<file path="config.mk">
export PLATFORM = sky130hd
export DESIGN_NAME = price_relay_ctrl
export DESIGN_NICKNAME = d
export VERILOG_FILES = /design/src/rtl/prc_pkg.sv /design/src/rtl/min_bcd_counter.sv /design/src/rtl/hour_counter.sv /design/src/rtl/price_cmp_reg.sv /design/src/rtl/price_relay_ctrl.sv
export SDC_FILE = /design/constraint.sdc
export NUM_CORES = 1
export LEC_CHECK = 0
export ABC_AREA = 1
export BUFFER_PORTS_ARGS = -buffer_cell sky130_fd_sc_hd__buf_2
export CAP_MARGIN = 15
export CORE_UTILIZATION = 50
export DETAILED_ROUTE_END_ITERATION = 16
export HOLD_SLACK_MARGIN = 0.06
export PLACE_DENSITY = 0.92
export SLEW_MARGIN = 10
export SYNTH_ARGS = -nofsm -noshare
export SYNTH_HDL_FRONTEND = slang
export SYNTH_SLANG_ARGS = --single-unit
</file>
<file path="constraint.sdc">
create_clock -name clk -period 1.6 [get_ports clk]
set_input_delay 0.32 -clock clk [delete_from_list [all_inputs] [get_ports clk]]
set_output_delay 0.32 -clock clk [all_outputs]
set_load 0.03 [all_outputs]
</file>
<file path="src/rtl/prc_pkg.sv">
package prc_pkg;

    localparam int PRICE_W       = 8;
    localparam int HOURS_PER_DAY = 24;
    localparam int ONES_W        = 4;
    localparam int TENS_W        = 3;
    localparam int ONES_LAST     = 9;
    localparam int TENS_LAST     = 5;
    localparam int MIN_W         = TENS_W + ONES_W;
    localparam int RELAY_W       = 3;

    // tens sit above ones so the packed layout matches the port field split
    typedef struct packed {
        logic [TENS_W-1:0] tens;
        logic [ONES_W-1:0] ones;
    } bcd_min_t;

    typedef enum logic [1:0] {
        CMP_BELOW = 2'd0,
        CMP_EQUAL = 2'd1,
        CMP_ABOVE = 2'd2
    } cmp_e;

    function automatic cmp_e price_compare(input logic [PRICE_W-1:0] a,
                                           input logic [PRICE_W-1:0] b);
        if (a > b)       return CMP_ABOVE;
        else if (a == b) return CMP_EQUAL;
        else             return CMP_BELOW;
    endfunction

    function automatic logic [RELAY_W-1:0] relay_code(input cmp_e c);
        logic [RELAY_W-1:0] r;
        r = '0;
        r[c] = 1'b1;
        return r;
    endfunction

endpackage

</file>
<file path="src/rtl/min_bcd_counter.sv">
module min_bcd_counter
    import prc_pkg::*;
(
    input  logic     clk,
    input  logic     rst,
    input  logic     tick,
    output bcd_min_t min_o,
    output logic     hour_carry
);
    bcd_min_t cur_q, nxt;
    logic ones_top, tens_top;

    assign ones_top   = (cur_q.ones == ONES_W'(ONES_LAST));
    assign tens_top   = (cur_q.tens == TENS_W'(TENS_LAST));
    assign hour_carry = tick && ones_top && tens_top;

    always_comb begin
        nxt = cur_q;
        if (tick) begin
            if (ones_top) begin
                nxt.ones = '0;
                nxt.tens = tens_top ? '0 : cur_q.tens + 1'b1;
            end else begin
                nxt.ones = cur_q.ones + 1'b1;
            end
        end
    end

    always_ff @(posedge clk) begin
        if (rst) cur_q <= '0;
        else     cur_q <= nxt;
    end

    assign min_o = cur_q;
endmodule

</file>
<file path="src/rtl/hour_counter.sv">
module hour_counter #(
    parameter int HOURS = 24,
    parameter int W     = $clog2(HOURS)
) (
    input  logic         clk,
    input  logic         rst,
    input  logic         adv,
    output logic [W-1:0] hours_o
);
    localparam logic [W-1:0] LAST = W'(HOURS - 1);

    logic [W-1:0] cnt_q;

    always_ff @(posedge clk) begin
        if (rst)
            cnt_q <= '0;
        else if (adv)
            cnt_q <= (cnt_q == LAST) ? '0 : cnt_q + 1'b1;
    end

    assign hours_o = cnt_q;
endmodule

</file>
<file path="src/rtl/price_cmp_reg.sv">
module price_cmp_reg
    import prc_pkg::*;
#(
    parameter int W = PRICE_W
) (
    input  logic               clk,
    input  logic               rst,
    input  logic [W-1:0]       a,
    input  logic [W-1:0]       b,
    output logic [RELAY_W-1:0] relay_o
);
    cmp_e               res;
    logic [RELAY_W-1:0] code;
    logic [RELAY_W-1:0] relay_q;

    assign res  = price_compare(PRICE_W'(a), PRICE_W'(b));
    assign code = relay_code(res);

    always_ff @(posedge clk) begin
        if (rst) relay_q <= '0;
        else     relay_q <= code;
    end

    assign relay_o = relay_q;
endmodule

</file>
<file path="src/rtl/price_relay_ctrl.sv">
module price_relay_ctrl
    import prc_pkg::*;
#(
    parameter int  P_W    = PRICE_W,
    parameter int  N_HOUR = HOURS_PER_DAY,
    localparam int H_W    = $clog2(N_HOUR)
) (
    input  logic               clk,
    input  logic               rst,
    input  logic               tick,
    input  logic [P_W-1:0]     cur_price,
    input  logic [P_W-1:0]     max_price,
    output logic [MIN_W-1:0]   minutes,
    output logic [H_W-1:0]     hours,
    output logic [RELAY_W-1:0] relay
);
    bcd_min_t min_w;
    logic     hr_adv;

    min_bcd_counter u_min (
        .clk(clk), .rst(rst), .tick(tick),
        .min_o(min_w), .hour_carry(hr_adv)
    );

    hour_counter #(.HOURS(N_HOUR), .W(H_W)) u_hr (
        .clk(clk), .rst(rst), .adv(hr_adv), .hours_o(hours)
    );

    price_cmp_reg #(.W(P_W)) u_cmp (
        .clk(clk), .rst(rst), .a(cur_price), .b(max_price), .relay_o(relay)
    );

    assign minutes = min_w;
endmodule

</file>
==> qor.csv <==
stage,metric,value,unit
pwr,Lkg Pwr,0.603,nW
critical_path,max incr delay on CP,0.45,ns
pwr,Peak VDD IR,0.000400,V
clock_tree,clk sinks,15,
timing,RSZ-0062 raised after global routing,false,
run,number of max-cap violations,0,
floorplanning,die area,0.00193,mm2
timing,final hold vios,0,
synth,"area leader, netlist",dfxtp_1,
clock_tree,Resized cells post-CTS,0,
critical_path,critical path class,flop to output port,
critical_path,critical path buffer and inverter count,1,
route,Post-DRT Antenna Nets,0,
global_route,grt ovf,0,
timing,Setup TNS Final,0,ns
critical_path,crit-path max FO,4,
synth,"Top FF cell, synth",dfxtp_1,
timing,Fin Hold WS,0.275,ns
synth,commonest cells in the netlist,"nand2_1 (26), inv_1 (20), nor2_1 (19)",
global_route,vias in the first global route,835,
floorplanning,starting density of the core,55.8,%
critical_path,CP Capture Type,output port,
critical_path,Worst Path Arrival,0.97,ns
timing,fmax,0.775,GHz
synth,compound-gate portion of the synthesized area,8.96,%
synth,post-synthesis sequential element count,15,
placement,RePlAce Congestion,0.815,
synth,area share of fa/ha/maj cells after synthesis,12.8,%
global_route,largest net degree at the start of global routing,10,
clock_tree,Post CTS Setup Buffer Count,0,
critical_path,CP top delay family,flip-flops,
route,1st-pass router iterations,12,
floorplanning,Die Width,43.9,um
finish,fin nets,190,
critical_path,Crit-path slowest cell,dfxtp_1,
run_status,failing checks,design-rule violations,
global_route,global-route wire length before repair,3130,um
synth,Cells after Synth,124,
synth,top post-synthesis cells by area,"dfxtp_1 (34%), ha_1 (13%), nand2_1 (11%), inv_1 (8.5%), nor2_1 (8.1%)",
timing,final worst path period share,80.7,%
critical_path,WP data required,1.28,ns
synth,Mapped Nets,152,
timing,Worst Clk Skew,0.00379,ns
finish,layout cells sized above 1,30.4,%
run_status,status,"finished, violations left",
route,final wirelength,1860,um
timing,Tmin final,1.29,ns
placement,# port buffers,33,
clock_tree,Skew-Pair Late Insertion Delay,0.29,ns
timing,max_slew headroom,85.0,%
synth,synth unique cells,19,
clock_tree,clock-pin slew on the worst setup and hold paths,0.09,ns
finish,area grow syn2layout,24.2,%
synth,post-synthesis async set-or-reset flop share,0,%
clock_tree,Max clock buf depth,2,
route,Via density,4.99,
timing,transition time of the tightest slew-check pin,0.225,ns
timing,setup violators final,0,
route,DRC,1,
placement,Final HPWL DP,1560,um
floorplanning,IO Pins,34,
synth,post-synthesis xor/xnor area fraction,0.996,%
floorplanning,Core ar.,0.00158,mm2
synth,Mean Syn Cell Area,7.09,um2
finish,# diodes,0,
synth,Mapped Area,880,um2
global_route,initial antenna violation count,0,
synth,Synth top area share,34.1,%
synth,Post-Synth Simple-Gate Area,33.7,%
timing,max-slew violations,0,
finish,FILL cells,143,
critical_path,startpoint types,flop,
synth,Synth warnings,0,
route,DR vias,883,
synth,largest family of logic cells by synthesized area,simple AND/OR/NAND/NOR gates,
route,drt wl/cell,10.5,um
synth,register area share after synthesis,34.1,%
synth,"count leader, synth",nand2_1,
synth,post-synthesis mux area share,0,%
pwr,pwr/cell area,669,mW/mm2
min_path,worst hold path class,input port to flop,
clock_tree,CTS buffer count,3,
synth,number of enable flip-flop cells after synthesis,0,
floorplanning,cell row count,14,
clock_tree,Root Buffer Master,clkbuf_4,
route,DR iter-0 viols,22,
clock_tree,# H-tree levels,1,
critical_path,worst path cell trace,buf_2,
clock_tree,CTS Hold Buffers Added,0,
pwr,Pwr Total,0.000731,W
global_route,GRT Overall Usage,21.8,%
clock_tree,CTS tree,built,
floorplanning,die height,43.9,um
finish,post-layout util,69.3,%
-- layout by cell type, fill, tap and decap left out, drive strengths merged --
cell    netlist  layout
o21ai         6       6
nand3         7       7
inv          22      22
nor2         22      22
nand4         3       3
nand2        30      30
nor3          1       1
clkbuf        0       3
o21bai        1       1
buf           0      33
o21a          1       1
ha            9       9
clkinv        0       1
a21oi         6       6
xor2          1       1
dfxtp        15      15
-- metrics by stage --
stage          std cells  instance area (um2)  setup WS [ns]
2_1_floorplan        124                  880          0.235
3_3_place_gp         173                 1060          0.368
3_5_place_dp         173                 1060          0.324
4_1_cts              177                 1090          0.303
5_1_grt              177                 1090          0.244
6_report             177                 1090          0.309
-- per-layer routing --
layer | global-route usage [%] | share of wire, % | vias to the layer above
li1 | - | - | 464
met1 | 25.0 | 42 | 387
met2 | 40.3 | 52 | 27
met3 | 3.75 | 3.7 | 5
met4 | 7.27 | 1.9 | 0
met5 | 0 | 0 | -
-- where the power goes --
part	total [W]	internal [W]	switching [W]
sequential	0.000389	0.000382	0.00000706
clock	0.000219	0.0000929	0.000126
combinational	0.000123	0.0000499	0.0000727
-- state kept, by name, summed over array words and instances, names as in the netlist --
name / count
u_hr.hours_o: 5
u_cmp.relay_o: 3
u_min.min_o: 7
-- area by class of cell --
type                            instances  area (um2)  area share [%]
Sequential cell                        15         300            27.5
Multi-Input combinational cell         87         497            45.5
Timing Repair Buffer                   33         165            15.1
Clock buffer                            3        22.5            2.06
Tap cell                               16        20.0            1.83
Inverter                               22        82.6            7.56
Clock inverter                          1        5.00           0.458
-- cell families after synthesis --
group | Yosys count
flops | 15
fa+ha+maj | 9
simple gates | 63
buf+inv | 22
compound gates | 14
xor+xnor | 1
-- path summary, 6_finish.rpt --
check,start,endpoint,slack (ns),depth (start not counted)
hold / removal,rst,u_min.min_o[2]$_SDFFE_PP0P_,0.27,2
setup reg to reg,u_hr.hours_o[0]$_SDFFE_PP0P_,u_hr.hours_o[0]$_SDFFE_PP0P_,0.35,8
setup / recovery,u_min.min_o[1]$_SDFFE_PP0P_,minutes[1],0.31,1
hold reg to reg,u_min.min_o[5]$_SDFFE_PP0N_,u_min.min_o[5]$_SDFFE_PP0N_,0.51,2
Power figures use the tool's default switching activity.
